File: config.mk
export PLATFORM = sky130hd
export DESIGN_NAME = lkon_wake_gen
export DESIGN_NICKNAME = d
export VERILOG_FILES = /design/src/rtl/lkon_wake_gen.sv
export SDC_FILE = /design/constraint.sdc
export NUM_CORES = 1
export LEC_CHECK = 0
export ABC_CLOCK_PERIOD_IN_PS = 2680
export BUFFER_PORTS_ARGS = -buffer_cell sky130_fd_sc_hd__buf_2
export CORE_AREA = 2 2 39 41
export DETAILED_ROUTE_END_ITERATION = 12
export DIE_AREA = 0 0 41 43
export PLACE_DENSITY = 0.43
export SETUP_SLACK_MARGIN = 0.4
export SLEW_MARGIN = 20
export SYNTH_ARGS = -nofsm -noshare
export SYNTH_HDL_FRONTEND = slang
export SYNTH_SLANG_ARGS = --single-unit
File: constraint.sdc
create_clock -name clk -period 2.68 [get_ports clk]
set_clock_uncertainty 0.15 [all_clocks]
set_input_delay 0.536 -clock clk [delete_from_list [all_inputs] [get_ports clk]]
set_output_delay 0.536 -clock clk [all_outputs]
set_load 0.005 [all_outputs]
File: src/rtl/lkon_wake_gen.sv
module lkon_wake_gen #(
  parameter int PERIOD = 8
) (
  input  logic clk,
  input  logic hw_rst,
  input  logic link_pwr,
  input  logic link_ctl,
  input  logic lkon_pkt,
  input  logic bus_rst,
  input  logic irq_port_evt,
  input  logic irq_cfg_to,
  input  logic irq_cpwr,
  input  logic irq_state_to,
  input  logic irq_resume_en,
  input  logic pin_in,
  output logic pin_out,
  output logic pin_oe,
  output logic contender
);
  localparam int CW = (PERIOD > 2) ? $clog2(PERIOD) : 1;
  localparam logic [CW-1:0] HALF = CW'(PERIOD / 2);
  localparam logic [CW-1:0] LAST = CW'(PERIOD - 1);

  logic          wake_on;
  logic [CW-1:0] phase;
  logic          link_up;
  logic          irq_cause;
  logic          wake_nxt;

  assign link_up   = link_pwr & link_ctl;
  assign irq_cause = irq_port_evt | (irq_resume_en & (irq_cfg_to | irq_cpwr | irq_state_to));
  assign wake_nxt  = ~link_up & (irq_cause | (~bus_rst & (wake_on | lkon_pkt)));

  always_ff @(posedge clk) begin
    if (hw_rst) begin
      wake_on   <= 1'b0;
      phase     <= '0;
      contender <= pin_in;
    end else begin
      wake_on <= wake_nxt;
      if (!wake_on || phase == LAST) phase <= '0;
      else                           phase <= phase + 1'b1;
    end
  end

  assign pin_oe  = ~hw_rst;
  assign pin_out = wake_on & (phase < HALF);


  rst_quiet_chk: assert property (@(posedge clk) hw_rst |=> !pin_out);


  contender_hold_chk: assert property (@(posedge clk) disable iff (hw_rst)
    !$past(hw_rst) |-> $stable(contender));


  link_up_ends_chk: assert property (@(posedge clk) disable iff (hw_rst)
    link_up |=> !pin_out);


  irq_wakes_chk: assert property (@(posedge clk) disable iff (hw_rst)
    (!link_up && irq_cause) |=> wake_on);


  sticky_chk: assert property (@(posedge clk) disable iff (hw_rst)
    (wake_on && !link_up && !bus_rst) |=> wake_on);


  first_high_chk: assert property (@(posedge clk) disable iff (hw_rst)
    $rose(wake_on) |-> pin_out);
endmodule

==> summary.md <==
| Metric | Value |
|---|---|
| Antenna violation net count after detailed routing | `0` |
| Clock root buffer | `clkbuf_4` |
| Critical path type | `reg2out` |
| Vias after detailed routing | `192` |
| First-pass GRT wire length | `552 um` |
| Port Buf Inserts | `14` |
| Clk slew on worst S/H paths | `0.04 ns` |
| CP top delay family | `flip-flops` |
| Crit path DAT | `approximately 0.81 ns` |
| Commonest cells after routing, fill and taps aside | `14 x buf_2, 4 x dfxtp_1, 3 x clkbuf_4` |
| Drc violations | `0` |
| Antenna violations before repair | `0` |
| Fin Setup TNS | `0 ns` |
| Leak | `about 0.16 nW` |
| Worst hold slack | `0.270 ns` |
| Delay of the slowest cell on the worst path | `0.33 ns` |
| Final setup fails | `0` |
| RSZ-0062 raised after global routing | `false` |
| Most common cell after layout, fill and taps aside | `buf_2` |
| Rel. slew slack | `81.8%` |
| Peak supply drop | `approximately 0.00037 V` |
| Worst r2r path cells | `4` |
| Routed wire per std cell | `approximately 8 um` |
| Final net count | `50` |
| Die Y | `43 um` |
| Fin. max-slew vios | `0` |
| Die area | `about 1800 sq um` |
| Overall power | `0.000186 W` |
| Fmax | `669 MHz` |
| Clk sinks | `5` |
| Fillers | `152` |
| Cell Area, Placed | `294 sq um` |
| Crit Path Max Fanout | `3` |
| CP endpoint kind | `output pin` |
| Total CTS buffers | `3` |
| Final period util | `a little under three fifths` |
| Grt total ovfl | `0` |
| Library cells used by synthesis | `10` |
| Clk buf depth | `2` |
| Crit start category | `flip-flop` |
| Final worst path period need | `between 1 and 1.5 ns` |
| Cell Area, Synth | `204 sq um` |
| Clk_lat worst skew | `0.24 ns` |
| Fin area | `320 sq um` |
| Final Core Density | `23.1%` |
| CTS H-tree lvls | `1` |
| Bufs and invs on worst path | `1` |
| YS warnings | `0` |
| Final Hold Vio Count | `0` |
| CTS tree | `yes` |
| Share of cells above drive strength 1 | `51.4%` |
| Largest net degree at the start of global routing | `5` |
| Seq cells post-synth | `5` |
| Register area share after synthesis | `54.0%` |
| CP max-delay cell | `dfxtp_1` |
| Area Overhead vs Synth | `57.1%` |
| Initial Util | `14.7%` |
| CORE AREA | `approximately 1400 sq um` |
| RePlAce Congestion | `0.513` |
| Top Ports | `15` |
| Critical-path cell list | `nor2b_1 -> buf_2` |
| Initial DRC count | `0` |
| Post-synthesis cell count | `17` |
| Antenna cells | `0` |
| Multi-input gate area | `90.1 sq um` |
| Post-DR vias/cell | `3.76` |
| Total global-route track usage | `5.62%` |
| Status | `complete, no violations` |
| Required time of the critical path | `between 1.5 and 2 ns` |
| Max_cap viols | `0` |
| # resized after CTS | `0` |
| Total wire length | `412 um` |
| Hold_buf cts | `0` |
| Avg Cell Area, Syn | `about 12 sq um` |
| HP Class | `reg2reg` |
| Drt first pass iters | `1` |
| Die width | `41 um` |
| CP Depth | `2` |
| Vias in the first global route | `between 150 and 200` |
| Syn_nets | `31` |
| Pwr dens | `582 nW/um^2` |
| Postcts setup bufs | `0` |
| Worst Tran Pin Value | `0.273 ns` |
| Reg area | `110 sq um` |
| Cell Rows | `14` |
| Hold path depth | `1` |
## cells by family (layout without fill, tap and decap cells)
family,count (synthesis),in the layout,share of synthesized area (%)
AO/OA/AOI/OAI,4,4,16.0
adder cells (fa/ha/maj),2,2,12.3
buffers and inverters,1,19,1.84
flip-flops,5,5,54.0
AND/OR/NAND/NOR,5,5,16.0
## metal layers
| layer | share of wire (%) | GRT usage (%) |
|---|---|---|
| met5 | 0 | 0 |
| met4 | 0 | 2.00 |
| met3 | 25 | 9.42 |
| met2 | 37 | 7.19 |
| met1 | 38 | 3.85 |
## through the flow
step,worst slack [ns],cells
final,1.19,51
after floorplan,1.39,17
after global placement,1.20,47
after global routing,1.13,51
after detailed placement,1.19,47
after CTS,1.17,51
## flip-flops by register name (all words and copies together) (netlist names)
| signal | count |
|---|---|
| contender | 1 |
| wake_on | 1 |
| phase | 3 |
## cell usage after synthesis, drive strengths merged
cell type  number  area share [%]
inv             1             1.8
nor2b           2             6.1
a21oi           1             2.5
and2            2             6.1
dfxtp           4              39
edfxtp          1              15
o31a            2             8.6
nor3b           1             3.7
ha              2              12
o21ba           1             4.9
## area by class of cell
class / count / share of cell area, %
Clock buffer: 4 / 8.20
Multi-Input combinational cell: 11 / 28.1
Inverter: 1 / 1.17
Tap cell: 16 / 6.25
Timing Repair Buffer: 14 / 21.9
Sequential cell: 5 / 34.4
## where the power goes
group	switching, W	internal [W]
Sequential	0.00000150	0.0000808
Clock	0.0000294	0.0000562
Combinational	0.00000634	0.0000121
Total	0.0000372	0.000149
## final timing paths
check / startpoint / to / slack [ns]
worst max-delay path: wake_on / pin_out / 1.19
worst min-delay path: phase[0] / phase[0] / 0.27
worst max register to register: phase[0] / phase[0] / 1.36
worst min register to register: phase[0] / phase[0] / 0.27
Power figures use the tool's default switching activity.
